==> config.mk <==
export PLATFORM = sky130hd
export DESIGN_NAME = mcb_recorder
export DESIGN_NICKNAME = d
export VERILOG_FILES = /design/src/rtl/mcb_pkg.sv /design/src/rtl/mcb_decide.sv /design/src/rtl/mcb_regmap.sv /design/src/rtl/mcb_recorder.sv
export SDC_FILE = /design/constraint.sdc
export NUM_CORES = 2
export LEC_CHECK = 0
export BUFFER_PORTS_ARGS = -buffer_cell sky130_fd_sc_hd__buf_2
export CORE_MARGIN = 10
export CORE_UTILIZATION = 44
export CTS_CLUSTER_DIAMETER = 100
export DETAILED_ROUTE_END_ITERATION = 12
export GPL_ROUTABILITY_DRIVEN = 0
export SLEW_MARGIN = 0
export SYNTH_ARGS = -nofsm -noshare
export SYNTH_HDL_FRONTEND = slang
export SYNTH_SLANG_ARGS = --single-unit
==> constraint.sdc <==
create_clock -name clk -period 8.3 [get_ports clk]
set_input_delay 2.49 -clock clk [delete_from_list [all_inputs] [get_ports clk]]
set_output_delay 2.49 -clock clk [all_outputs]
set_load 0.005 [all_outputs]
==> src/rtl/mcb_pkg.sv <==
package mcb_pkg;
    localparam int DATA_W   = 64;
    localparam int VAL_BIT  = 63;
    localparam int OVER_BIT = 62;
    localparam int UC_BIT   = 61;
    localparam int MCIP_BIT = 2;
    localparam int CTLP_BIT = 8;

    localparam int F_CTL  = 0;
    localparam int F_STAT = 1;
    localparam int F_ADDR = 2;
    localparam int F_MISC = 3;

    localparam logic [7:0] A_CAP  = 8'h00;
    localparam logic [7:0] A_GCTL = 8'h01;
    localparam logic [7:0] A_GST  = 8'h02;

    typedef enum logic [2:0] {
        ACT_NONE,
        ACT_RESET,
        ACT_UC_REC,
        ACT_CE_REC,
        ACT_OVER_ONLY
    } act_e;
endpackage

==> src/rtl/mcb_decide.sv <==
module mcb_decide
    import mcb_pkg::*;
(
    input  logic              in_range,
    input  logic [DATA_W-1:0] new_st,
    input  logic [DATA_W-1:0] old_st,
    input  logic              ctl_present,
    input  logic              gctl_ones,
    input  logic              bctl_ones,
    input  logic              in_progress,
    input  logic              cr_en,
    output act_e              act,
    output logic [DATA_W-1:0] st_out
);
    always_comb begin
        act    = ACT_NONE;
        st_out = new_st;
        if (in_range && new_st[VAL_BIT]) begin
            if (new_st[UC_BIT]) begin
                if (ctl_present && !gctl_ones) begin
                    act = ACT_NONE;
                end else if (!bctl_ones) begin
                    act = ACT_NONE;
                end else if (in_progress || !cr_en) begin
                    act = ACT_RESET;
                end else begin
                    act = ACT_UC_REC;
                    if (old_st[VAL_BIT]) st_out[OVER_BIT] = 1'b1;
                end
            end else if (!old_st[VAL_BIT] || !old_st[UC_BIT]) begin
                act = ACT_CE_REC;
                if (old_st[VAL_BIT]) st_out[OVER_BIT] = 1'b1;
            end else begin
                act    = ACT_OVER_ONLY;
                st_out = old_st;
                st_out[OVER_BIT] = 1'b1;
            end
        end
    end
endmodule

==> src/rtl/mcb_regmap.sv <==
module mcb_regmap
    import mcb_pkg::*;
#(
    parameter int NUM_BANKS = 4,
    parameter int BANK_W    = 2
) (
    input  logic [7:0]                            addr,
    input  logic [7:0]                            cnt,
    input  logic [DATA_W-1:0]                     cap,
    input  logic [DATA_W-1:0]                     gctl,
    input  logic [DATA_W-1:0]                     gst,
    input  logic [NUM_BANKS-1:0][3:0][DATA_W-1:0] bank,
    output logic [DATA_W-1:0]                     rdata,
    output logic                                  sel_gctl,
    output logic                                  sel_gst,
    output logic                                  sel_bank,
    output logic [BANK_W-1:0]                     bidx,
    output logic [1:0]                            fld
);
    localparam logic [7:0] NB8 = 8'(NUM_BANKS);

    logic [7:0] bnum;

    always_comb begin
        bnum     = {4'b0, addr[5:2]};
        bidx     = addr[2 +: BANK_W];
        fld      = addr[1:0];
        sel_gctl = (addr == A_GCTL);
        sel_gst  = (addr == A_GST);
        sel_bank = (addr[7:6] == 2'b01) && (bnum < cnt) && (bnum < NB8);
        rdata    = '0;
        if (addr == A_CAP)  rdata = cap;
        else if (sel_gctl)  rdata = gctl;
        else if (sel_gst)   rdata = gst;
        else if (sel_bank)  rdata = bank[bidx][fld];
    end
endmodule

==> src/rtl/mcb_recorder.sv <==
module mcb_recorder
    import mcb_pkg::*;
#(
    parameter int NUM_BANKS = 4,
    parameter int CAP_BANKS = 3
) (
    input  logic              clk,
    input  logic              rst_n,
    input  logic [3:0]        cfg_family,
    input  logic              cfg_feat_chk,
    input  logic              cfg_feat_arch,
    input  logic              cr_mc_enable,
    input  logic              inj_valid,
    output logic              inj_ready,
    input  logic [7:0]        inj_bank,
    input  logic [DATA_W-1:0] inj_status,
    input  logic [DATA_W-1:0] inj_gstatus,
    input  logic [DATA_W-1:0] inj_addr,
    input  logic [DATA_W-1:0] inj_misc,
    input  logic [7:0]        reg_addr,
    input  logic              reg_wr_en,
    input  logic [DATA_W-1:0] reg_wdata,
    output logic [DATA_W-1:0] reg_rdata,
    output logic              mce_req,
    output logic              rst_req,
    input  logic              rst_ack
);
    localparam int         BANK_W = (NUM_BANKS > 1) ? $clog2(NUM_BANKS) : 1;
    localparam logic [7:0] NB8    = 8'(NUM_BANKS);
    localparam logic [7:0] CB8    = 8'(CAP_BANKS);

    typedef struct packed {
        logic [NUM_BANKS-1:0][3:0][DATA_W-1:0] bank;
        logic [DATA_W-1:0]                     cap;
        logic [DATA_W-1:0]                     gctl;
        logic [DATA_W-1:0]                     gst;
        logic                                  mce;
        logic                                  rst;
    } state_t;

    state_t q, d, rv;

    logic [7:0]        cnt;
    logic              in_range;
    logic [BANK_W-1:0] ib;
    logic              inj_fire;
    act_e              act;
    logic [DATA_W-1:0] st_new;
    logic              sel_gctl, sel_gst, sel_bank;
    logic [BANK_W-1:0] widx;
    logic [1:0]        wfld;
    logic              en_cfg;

    assign cnt       = q.cap[7:0];
    assign in_range  = (inj_bank < cnt) && (inj_bank < NB8);
    assign ib        = inj_bank[BANK_W-1:0];
    assign inj_ready = !reg_wr_en;
    assign inj_fire  = inj_valid && inj_ready;
    assign mce_req   = q.mce;
    assign rst_req   = q.rst;

    mcb_decide u_decide (
        .in_range    (in_range),
        .new_st      (inj_status),
        .old_st      (q.bank[ib][F_STAT]),
        .ctl_present (q.cap[CTLP_BIT]),
        .gctl_ones   (&q.gctl),
        .bctl_ones   (&q.bank[ib][F_CTL]),
        .in_progress (q.gst[MCIP_BIT]),
        .cr_en       (cr_mc_enable),
        .act         (act),
        .st_out      (st_new)
    );

    mcb_regmap #(.NUM_BANKS(NUM_BANKS), .BANK_W(BANK_W)) u_regmap (
        .addr     (reg_addr),
        .cnt      (cnt),
        .cap      (q.cap),
        .gctl     (q.gctl),
        .gst      (q.gst),
        .bank     (q.bank),
        .rdata    (reg_rdata),
        .sel_gctl (sel_gctl),
        .sel_gst  (sel_gst),
        .sel_bank (sel_bank),
        .bidx     (widx),
        .fld      (wfld)
    );

    // Reset image, chosen from the configuration pins
    always_comb begin
        en_cfg = (cfg_family >= 4'd6) && cfg_feat_chk && cfg_feat_arch;
        rv     = '0;
        if (en_cfg) begin
            rv.cap            = '0;
            rv.cap[7:0]       = (CB8 < NB8) ? CB8 : NB8;
            rv.cap[CTLP_BIT]  = 1'b1;
            rv.gctl           = '1;
            for (int b = 0; b < NUM_BANKS; b++) begin
                rv.bank[b][F_CTL] = '1;
            end
        end
    end

    always_comb begin
        d     = q;
        d.mce = 1'b0;
        if (rst_ack) d.rst = 1'b0;
        if (inj_fire) begin
            unique case (act)
                ACT_RESET: d.rst = 1'b1;
                ACT_UC_REC: begin
                    d.bank[ib][F_ADDR] = inj_addr;
                    d.bank[ib][F_MISC] = inj_misc;
                    d.bank[ib][F_STAT] = st_new;
                    d.gst              = inj_gstatus;
                    d.mce              = 1'b1;
                end
                ACT_CE_REC: begin
                    d.bank[ib][F_ADDR] = inj_addr;
                    d.bank[ib][F_MISC] = inj_misc;
                    d.bank[ib][F_STAT] = st_new;
                end
                ACT_OVER_ONLY: d.bank[ib][F_STAT] = st_new;
                default: ;
            endcase
        end else if (reg_wr_en) begin
            if (sel_gctl) d.gctl = reg_wdata;
            if (sel_gst)  d.gst  = reg_wdata;
            if (sel_bank) d.bank[widx][wfld] = reg_wdata;
        end
    end

    always_ff @(posedge clk) begin
        if (!rst_n) q <= rv;
        else        q <= d;
    end


    rst_hold_chk: assert property (@(posedge clk) disable iff (!rst_n)
        (rst_req && !rst_ack) |=> rst_req);


    rst_norec_chk: assert property (@(posedge clk) disable iff (!rst_n)
        $rose(rst_req) |-> ($stable(q.bank) && $stable(q.gst) && !mce_req));


    mce_src_chk: assert property (@(posedge clk) disable iff (!rst_n)
        mce_req |-> $past(inj_valid && inj_ready && inj_status[UC_BIT] && inj_status[VAL_BIT]));


    mce_gst_chk: assert property (@(posedge clk) disable iff (!rst_n)
        mce_req |-> (q.gst == $past(inj_gstatus)));


    noval_ign_chk: assert property (@(posedge clk) disable iff (!rst_n)
        (inj_valid && inj_ready && !inj_status[VAL_BIT]) |=> ($stable(q.bank) && !mce_req));


    wr_block_chk: assert property (@(posedge clk) disable iff (!rst_n)
        reg_wr_en |-> !inj_ready);
endmodule

==> reports/results.tsv <==
metric	value	unit
count of buffers added by post-CTS timing repair for setup	0	
power density over the cells	192	mW/mm2
type of the worst setup path	input port to output port	
count of nets left with antenna violations after detail routing	0	
residual DRC count	0	
Clock Sinks	1155	
Boundary Pins	415	
EDFF count, synth	321	
met1 Usage GRT	43.8	%
achievable clock frequency	128	MHz
CTS buffer count	132	
average wire length per cell after detail routing	35.9	um
global-route wire length before repair	393000	um
Post-Syn Nets	6132	
period utilization	93.8	%
CTS Root Buffer Type	clkbuf_16	
result of the run	finished, final reports clean	
Chip Width	394	um
TNS Setup	0	ps
wire length after detailed routing	277000	um
count of cell types in the netlist	46	
crit path max-delay cell type	buf_8	
switching power	3610	uW
Synth Area per Inst	10.6	um2
count of synthesis-stage warnings from yosys	0	
fin worst setup slack	518	ps
Seq. cell area	0.0263	mm2
Int Pwr	9600	uW
number of cells in the design after placement	7453	
worst stage delay on the critical path	510	ps
Register-to-Register Setup Slack	3460	ps
power share of the clock group	44.0	%
hold buffer count at cts	0	
grt total ovfl	0	
netlist area before placement	0.0615	mm2
HPWL after detailed placement	175000	um
setup violators final	0	
power after layout	13200	uW
Die Height	394	um
most common library cell in the layout ignoring fill and taps	a21oi_1	
largest vdd supply drop	0.154	mV
leakage dissipation	0.0207	uW
Synth Register Bits	1155	
area share of the largest cell type after synthesis	27.1	%
number of max-cap violations	0	
largest net degree at the start of global routing	244	
area taken by multi-input logic gates	0.0316	mm2
# port buffers	413	
largest cells by area after synthesis	dfxtp_1 (27%), edfxtp_1 (16%), mux4_2 (14%)	
aggregate global-route resource usage	33.9	%
Logic pwr share	10.4	%
setup repair after global routing missed its margin	no	
kind of end point of the critical path	output port	
proportion of power drawn by flip-flops and latches	45.6	%
crit-path max FO	51	
most used flip-flop cell after synthesis	dfxtp_1	
data required time at the worst endpoint	5810	ps
Initial Utilization	44.2	%
met2 track utilization from global routing	48.8	%
cell taking the most area after synthesis	dfxtp_1	
buffers from clock root to sink, at most	3	
worst-case clock skew	36.4	ps
antenna violations before repair	83	
Slew Limit Headroom	8.96	%
layout cells sized above 1	26.0	%
commonest cells after routing, fill and taps aside	a21oi_1 (835), dfxtp_1 (834), a22oi_1 (824)	
final worst path period need	7780	ps
number of fill cells	12800	
via count	56200	
Die Footprint	0.155	mm2
cell breakdown of the critical path	buf_8 -> buf_12 -> nor2b_1 -> and3_2 -> buf_4 -> a22oi_1 -> o21ai_0 -> buf_2	
H-tree Lvls	4	
GR Util met3	13.2	%
TritonCTS clock tree	yes	
Placement Rows	137	
routed vias/inst	7.27	
number of optimization iterations in the first detailed-route pass	6	
part of the Yosys area used for sequential elements	42.8	%
number of nets at the end of the flow	6061	
clock latency reported for the late side of the worst-skew pair	810	ps
peak-usage layer in the global routing report	met2	
Max Slew Vio Count	0	
synthesized netlist cell count	5782	
CORE AREA	0.139	mm2
count of routing violations after the opening detailed-route iteration	9393	
Non-Filler Instances	7728	
worst setup timing slack at the placement stage	660	ps
switching portion of total power	27.3	%
final hold vios	0	
Post-CTS Resized	0	
crit start category	input port	
Post-synth ARST share	0	%
transition time of the tightest slew-check pin	1370	ps
worst path arrival time	5290	ps
Tightest Hold Check Type	flop to flop	
number of global-route vias before repair	53300	
clock transition at the registers of the reported paths	60	ps
Synth-to-Final Area Change	11.7	%
[flip-flops by register name (all words and copies together) (netlist names)]
signal,flops
mce_req,1
rst_req,1
cnt,1
q,1152
[final cells by class]
type                            count  area share, %
Tap cell                         1876           3.42
Multi-Input combinational cell   3778           45.9
Sequential cell                  1155           38.3
Clock inverter                     45          0.630
Timing Repair Buffer              574           5.74
Antenna cell                       39          0.142
Clock buffer                      191           5.43
Inverter                           70          0.393
[stage by stage]
stage / cell area, um2 / hold slack [ps] / util (%)
2_1_floorplan: 61500 / 443 / -
6_report: 68700 / 476 / 49.4
3_3_place_gp: 64500 / 455 / 46.3
4_1_cts: 68600 / 470 / 49.3
3_5_place_dp: 64500 / 462 / 46.3
5_1_grt: 68700 / 491 / 49.3
[synth_stat cells (5+ instances only)]
master,count
clkbuf_1,447
a211oi_1,520
buf_1,39
or2_1,5
nor2b_1,8
nand2b_1,7
nand3_1,11
nor3_1,27
dfxtp_1,834
nand4_1,85
a21oi_1,835
buf_4,85
a211oi_2,245
nor4_1,8
buf_2,172
and2_1,13
and3_1,11
inv_1,69
nor2_1,29
o21ai_0,321
edfxtp_1,321
o21ai_1,130
o22ai_1,10
mux4_2,384
a22oi_1,824
buf_6,32
mux2_2,61
nand2_1,219
[per-layer routing]
metal,share of wire [%],wire [um]
met1,37,103000
met3,14,39800
met4,5.6,15600
met5,0.15,419
met2,43,119000
[final timing paths]
path                  startpoint                  end  cells past startpoint
max                  reg_addr[2]        reg_rdata[12]                      8
min          q[320]$_SDFFE_PN0P_  q[320]$_SDFFE_PN0P_                      2
max reg2reg      q[76]$_DFFE_PP_  q[675]$_SDFFE_PN0P_                      9
min reg2reg  q[320]$_SDFFE_PN0P_  q[320]$_SDFFE_PN0P_                      2
[critical path, delay by kind of cell]
family | cells | cell delay [ps]
AO/OA/AOI/OAI | 2 | 760
buffers and inverters | 4 | 1330
AND/OR/NAND/NOR | 2 | 510
[power groups by stage]
stage	Clock, uW	Combinational [uW]	Sequential, uW
2_1_floorplan	0	696	6110
3_3_place_gp	0	1300	6140
3_5_place_dp	0	1310	6140
4_1_cts	5810	1320	6020
5_1_grt	6030	1400	6030
6_report	5810	1380	6020
[cell families (layout without fill, tap and decap cells)]
family / Yosys count / after routing / share of synthesized area (%)
mux: 445 / 445 / 15.2
buf+inv: 849 / 880 / 6.49
simple gates: 432 / 432 / 3.32
fa+ha+maj: 2 / 2 / 0.0407
other cells: 0 / 39 / 0
flops: 1155 / 1155 / 42.8
compound gates: 2899 / 2899 / 32.2
(Power assumes the default switching activity.)
